$ cat config.mk
export PLATFORM = sky130hd
export DESIGN_NAME = shc_crc16
export DESIGN_NICKNAME = d
export VERILOG_FILES = /design/src/rtl/shc_pkg.sv /design/src/rtl/shc_crc16.sv
export SDC_FILE = /design/constraint.sdc
export NUM_CORES = 1
export LEC_CHECK = 0
export CAP_MARGIN = 20
export CORE_MARGIN = 1.5
export CORE_UTILIZATION = 51
export CTS_CLUSTER_DIAMETER = 120
export DETAILED_ROUTE_END_ITERATION = 6
export GPL_ROUTABILITY_DRIVEN = 1
export GPL_TIMING_DRIVEN = 0
export PLACE_DENSITY = 0.83
export RECOVER_POWER = 50
export SLEW_MARGIN = 10
export SYNTH_ARGS = -nofsm -noshare
export SYNTH_HDL_FRONTEND = slang
export SYNTH_SLANG_ARGS = --single-unit
$ cat constraint.sdc
create_clock -name clk -period 3.4 [get_ports clk]
set_input_delay 0.68 -clock clk [delete_from_list [all_inputs] [get_ports clk]]
set_output_delay 0.68 -clock clk [all_outputs]
set_load 0.05 [all_outputs]
$ cat src/rtl/shc_pkg.sv
package shc_pkg;

  typedef enum logic [2:0] {
    ST_HUNT = 3'd0,
    ST_HDR  = 3'd1,
    ST_DATA = 3'd2,
    ST_DCRC = 3'd3,
    ST_GAP  = 3'd4
  } shc_state_e;

  localparam int CYL_W   = 16;
  localparam int HEAD_W  = 8;
  localparam int LEN_W   = 16;
  localparam int HDR_LEN = 8;   // bytes after the sync byte

  // One byte through the CCITT polynomial, MSB first
  function automatic logic [15:0] crc16_step(input logic [15:0] crc_in,
                                             input logic [7:0]  data);
    logic [15:0] c;
    logic        fb;
    c = crc_in;
    for (int i = 7; i >= 0; i--) begin
      fb = c[15] ^ data[i];
      c  = {c[14:0], 1'b0};
      if (fb) c = c ^ 16'h1021;
    end
    return c;
  endfunction

endpackage

$ cat src/rtl/shc_crc16.sv
module shc_crc16 (
  input  logic        clk,
  input  logic        rst_n,
  input  logic        init,
  input  logic        en,
  input  logic [7:0]  din,
  output logic [15:0] crc_nx
);
  import shc_pkg::*;

  logic [15:0] crc_q;

  always_comb crc_nx = crc16_step(crc_q, din);

  always_ff @(posedge clk or negedge rst_n) begin
    if (!rst_n)    crc_q <= 16'hFFFF;
    else if (init) crc_q <= 16'hFFFF;
    else if (en)   crc_q <= crc_nx;
  end
endmodule

Word-level counts from Yosys, hierarchy flattened
Cells that the tools add are included.
Operators by class
  shifts and indexed selects: 0
  multiply operators: 0
  $lt $le $gt $ge: 0
  equality and inequality tests: 0
  $add $sub $neg: 0
  reductions and logical operators: 1
  muxes and demuxes: 10
  bitwise operators: 16
  div/mod/pow operators: 0
Operator list (number)
  $mux W13: 8
  $mux W16: 2
  $not A3 Y3: 8
  $xor A1 B1 Y1: 8
  $reduce_bool A2 Y1: 1
Storage, ports and cells
  logic and storage cells: 28
  memory bits (read-only): 0
  latch bits: 0
  memory bits (writable): 0
  memories kept: 0
  flip-flop bits (word level): 16

Depth between registers and ports, before layout
Gate-level depths: netlist of the first run.
  depth after elaboration: 18
  gate-level depth with buffers: 4
  depth with buffers taken out: 3

Worst setup path before layout of the first run
No wires, ideal clock.
  path type: input port to output port
  from: in din[4]
  to: out crc_nx[0]
  buffers on the path: 0
  arrival time: 1.806 ns
  required time: 2.720 ns
  setup slack: 0.914 ns
  stages: 2
  cells stage by stage: xnor2_2 > xor2_1
Between the ends
  longest elaborated chain between the ends: 4
RTL lines
  start, declared: line shc_crc16.sv:6  | input logic [7:0] din,
  $xor A1 B1 Y1: line shc_pkg.sv:23  | fb = c[15] ^ data[i];
  $mux W13: line shc_pkg.sv:25  | if (fb) c = c ^ 16'h1021;
  $xor A1 B1 Y1: line shc_pkg.sv:23
  $mux W13: line shc_pkg.sv:25
  end, declared: line shc_crc16.sv:7  | output logic [15:0] crc_nx
Every way passes these cells.

Final worst setup path of the first run
  from: in din[7]
  to: out crc_nx[8]
Between the ends
  longest elaborated chain between the ends: 7
RTL lines (line)
  $xor A1 B1 Y1: shc_pkg.sv:23
  $mux W13: shc_pkg.sv:25
  $xor A1 B1 Y1: shc_pkg.sv:23
  $mux W13 (4 in series): shc_pkg.sv:25
Every way passes these cells.

==> flow_summary.toml, run 1 <==
[global_routing]
grt_pass1_vias = 840
antenna_found_initial = 0
grt_overflow_total = 0
grt_pass1_wl_microns = 3739
grt_usage_pct = 20.47
grt_max_degree = 17

[route]
wire_per_inst_microns = 14.83
routed_wl_microns = 2121
drc = 0
drt_pre_antenna_iters = 4
drtIter0Drc = 8
vias = 752
avgViaCountPerCell = 5.259
ant_nets = 0

[placed_design]
dp_hpwl_microns = 1656
place_congestion = 0.7322
dp.cells = 139
portBuffers = 26

[die]
die_h_microns = 48.69
io_pins = 28
num_rows = 16
die_x_microns = 48.69
coreArea_sq_um = 1962
start_util_pct = 54.27
dieArea_sq_um = 2371

[logic_synthesis]
synth_top_area_share_pct = 39.48
yosysSeqAreaShare_pct = 39.48
syn-num-nets = 98
yosys.area.top_type = "dfstp_2"
synth_cell_types = 18
ys.warnings.count = 0
synth-edff-count = 0
netlist_top_cells_count = "dfstp_2 (16), xnor2_1 (11), a211o_1 (8), a21oi_1 (8), xnor3_1 (7)"
yosys.cell_count.top_type = "dfstp_2"
syn-instance-count = 86
yosys_register_bits = 16
ys_async_sr_fraction_pct = 100.0
synthTopCellsByArea = "dfstp_2 (39%), xnor3_1 (15%), xnor2_1 (9.0%)"
avgSynthCellArea_sq_um = 12.38
synth_area_sq_um = 1065
synth_flop_cell = "dfstp_2"

[finish]
largest_reg_flops = 16
fin_nets = 129
drive_above_1_share_pct = 23.28
area_growth_syn_to_layout_pct = 30.79
reg_top3 = "crc_q x16"
antenna_cells = 0
nFillCells = 168
max_flop_register = "crc_q"
instances_no_fill = 143

[sta]
setup_viol = 0
slew_headroom_pct = 51.68
post-route-min-period_ps = 3330
clock_skew_ps = 1.652
max_freq_ghz = 0.3003
hold_viol_final = 0
rsz0062_at_grt = "no"
final_max_slew_viol_count = 0
tightest_slew_ps = 722.4
post-route-period-util_pct = 97.93
setup_tns_ps = 0

[worst_setup_path]
cpLargestDelayFamily = "buffers and inverters"
cpMostUsedCell = "clkdlybuf4s50_1"
path_buf_inv = 2
r2r_slack_ps = 1870
r2r.worst_path.cells = 3
rr_startpoint = "crc_q[13]"
start_kind = "input port"
max_stage_delay_ps = 810
r2r-end = "crc_q[5]"
crit_chain = "clkdlybuf4s50_1 > xnor2_2 > xnor3_1 > clkdlybuf4s50_1"
worstSetupPathType = "in -> out"
crit_path_max_fanout = 4
critPathCaptureType = "output port"
cp_data_arrival_time_ps = 2650
cpMaxStageDelayCell = "clkdlybuf4s50_1"
crit_required_ps = 2720

[clock_network]
clock_latency_ps = 290
postCtsHoldBufs = 0
cts.reportedPaths.clkPinSlew_ps = 90
cts_tree = "yes"
htree_levels = 1
cts_max_path_buffers = 2
clockRootBuffer = "clkbuf_4"
cts_made_buffers = 3
cts_num_sinks = 16

[power_and_ir_drop]
power_density_nw_per_um2 = 885.7
leakage_nw = 0.6322
peakVddDrop_v = 0.0005955

[min_path]
whs_endpoint = "crc_q[7]"
hold_path_depth = 2
worstHoldStart = "crc_q[7]"
hp-class = "reg -> reg"

[flow_run]
maxCapViolations = 0

[status]
status = "finished clean"
-- final cells by class --
cell class | count | area [sq um] | area share [%]
inverter | 7 | 26.28 | 1.887
tap | 27 | 33.78 | 2.426
timing repair buffer | 26 | 257.7 | 18.51
clock buffer | 4 | 36.28 | 2.606
sequential | 16 | 420.4 | 30.19
buffer | 4 | 15.01 | 1.078
multi-input combinational | 59 | 603.1 | 43.31
-- per-layer routing --
layer	wire (microns)	global-route usage (%)
met1	886	25.63
met2	1107	36.99
met3	95	2.778
met4	31	5.714
met5	0	0
-- how the worst max path moves through the flow --
stage               depth (start not counted)  startpoint  slack (ps)          to
finish                                      4      din[7]          70   crc_nx[8]
global route                                4      din[7]          10   crc_nx[8]
global placement                            5      din[5]        -100   crc_nx[5]
floorplan                                   2      din[4]         910   crc_nx[0]
CTS                                         4      din[7]          50  crc_nx[15]
detailed placement                          5      din[5]        -120   crc_nx[6]
-- cell usage in the layout (no fill, tap or decap) --
| cell type | n |
|---|---|
| xnor2_1 | 11 |
| dfstp_2 | 16 |
| xnor3_1 | 7 |
| nor2b_1 | 6 |
| dlymetal6s2s_1 | 1 |
| nor2_1 | 3 |
| xnor2_2 | 2 |
| dlygate4sd3_1 | 3 |
| dlygate4sd2_1 | 4 |
| clkbuf_4 | 3 |
| xor3_1 | 2 |
| clkbuf_1 | 4 |
| inv_1 | 6 |
| o21ai_0 | 1 |
| nor3_1 | 3 |
| a21bo_2 | 3 |
| xor2_1 | 2 |
| clkinv_1 | 1 |
| clkdlybuf4s50_1 | 18 |
| a21bo_1 | 1 |
| a211o_1 | 8 |
| xor2_2 | 2 |
| clkbuf_8 | 1 |
| a21oi_1 | 8 |
-- metrics by stage --
| stage | cell area [sq um] | hold WS [ps] | setup slack [ps] | util, % | total power [mW] |
|---|---|---|---|---|---|
| 2_1_floorplan | 1065 | 525.4 | 914.2 | - | 0.8925 |
| 3_3_place_gp | 1359 | 537.9 | -100.4 | 69.26 | 1.125 |
| 3_5_place_dp | 1359 | 552.9 | -119.5 | 69.26 | 1.139 |
| 4_1_cts | 1390 | 567.0 | 52.00 | 70.85 | 1.244 |
| 5_1_grt | 1393 | 616.2 | 12.80 | 70.98 | 1.288 |
| 6_report | 1393 | 564.9 | 70.37 | 70.98 | 1.233 |
-- worst register-to-register path, cell delays in order, from the launching register on --
cell	delay [ps]
dfstp_2	580
xor2_2	270
xnor3_1	470
a21oi_1	140
-- power breakdown --
group	total [mW]	switching [mW]	internal (mW)
Combinational	0.836	0.519	0.316
Sequential	0.271	0.0260	0.245
Clock	0.127	0.0617	0.0652
Total	1.23	0.607	0.626
-- kinds of logic (layout without fill, tap and decap cells) --
| logic type | after synthesis | in the layout | share of synthesized area [%] |
|---|---|---|---|
| xor gates and xnor gates | 26 | 26 | 36.08 |
| DFF | 16 | 16 | 39.48 |
| and+or+nand+nor | 12 | 12 | 5.993 |
| AOI/OAI and AO/OA | 21 | 21 | 14.57 |
| buffers and inverters | 11 | 41 | 3.877 |
-- repair_timing --
item,in CTS,in global routing
setup buffers,0,0
setup endpoints to repair,4,1
gates resized for setup,4,1
Power figures use the tool's default switching activity.
==> run 2, diff against run 1 <==
--- a/config.mk
+++ b/config.mk
@@ -8,7 +8,7 @@
 export CAP_MARGIN = 20
 export CORE_MARGIN = 1.5
 export CORE_UTILIZATION = 51
-export CTS_CLUSTER_DIAMETER = 120
+export CTS_CLUSTER_DIAMETER = 60
 export DETAILED_ROUTE_END_ITERATION = 6
 export GPL_ROUTABILITY_DRIVEN = 1
 export GPL_TIMING_DRIVEN = 0
==> results of run 2 <==
Same layout as run 1: the final DEF is identical, and so are final timing and power.
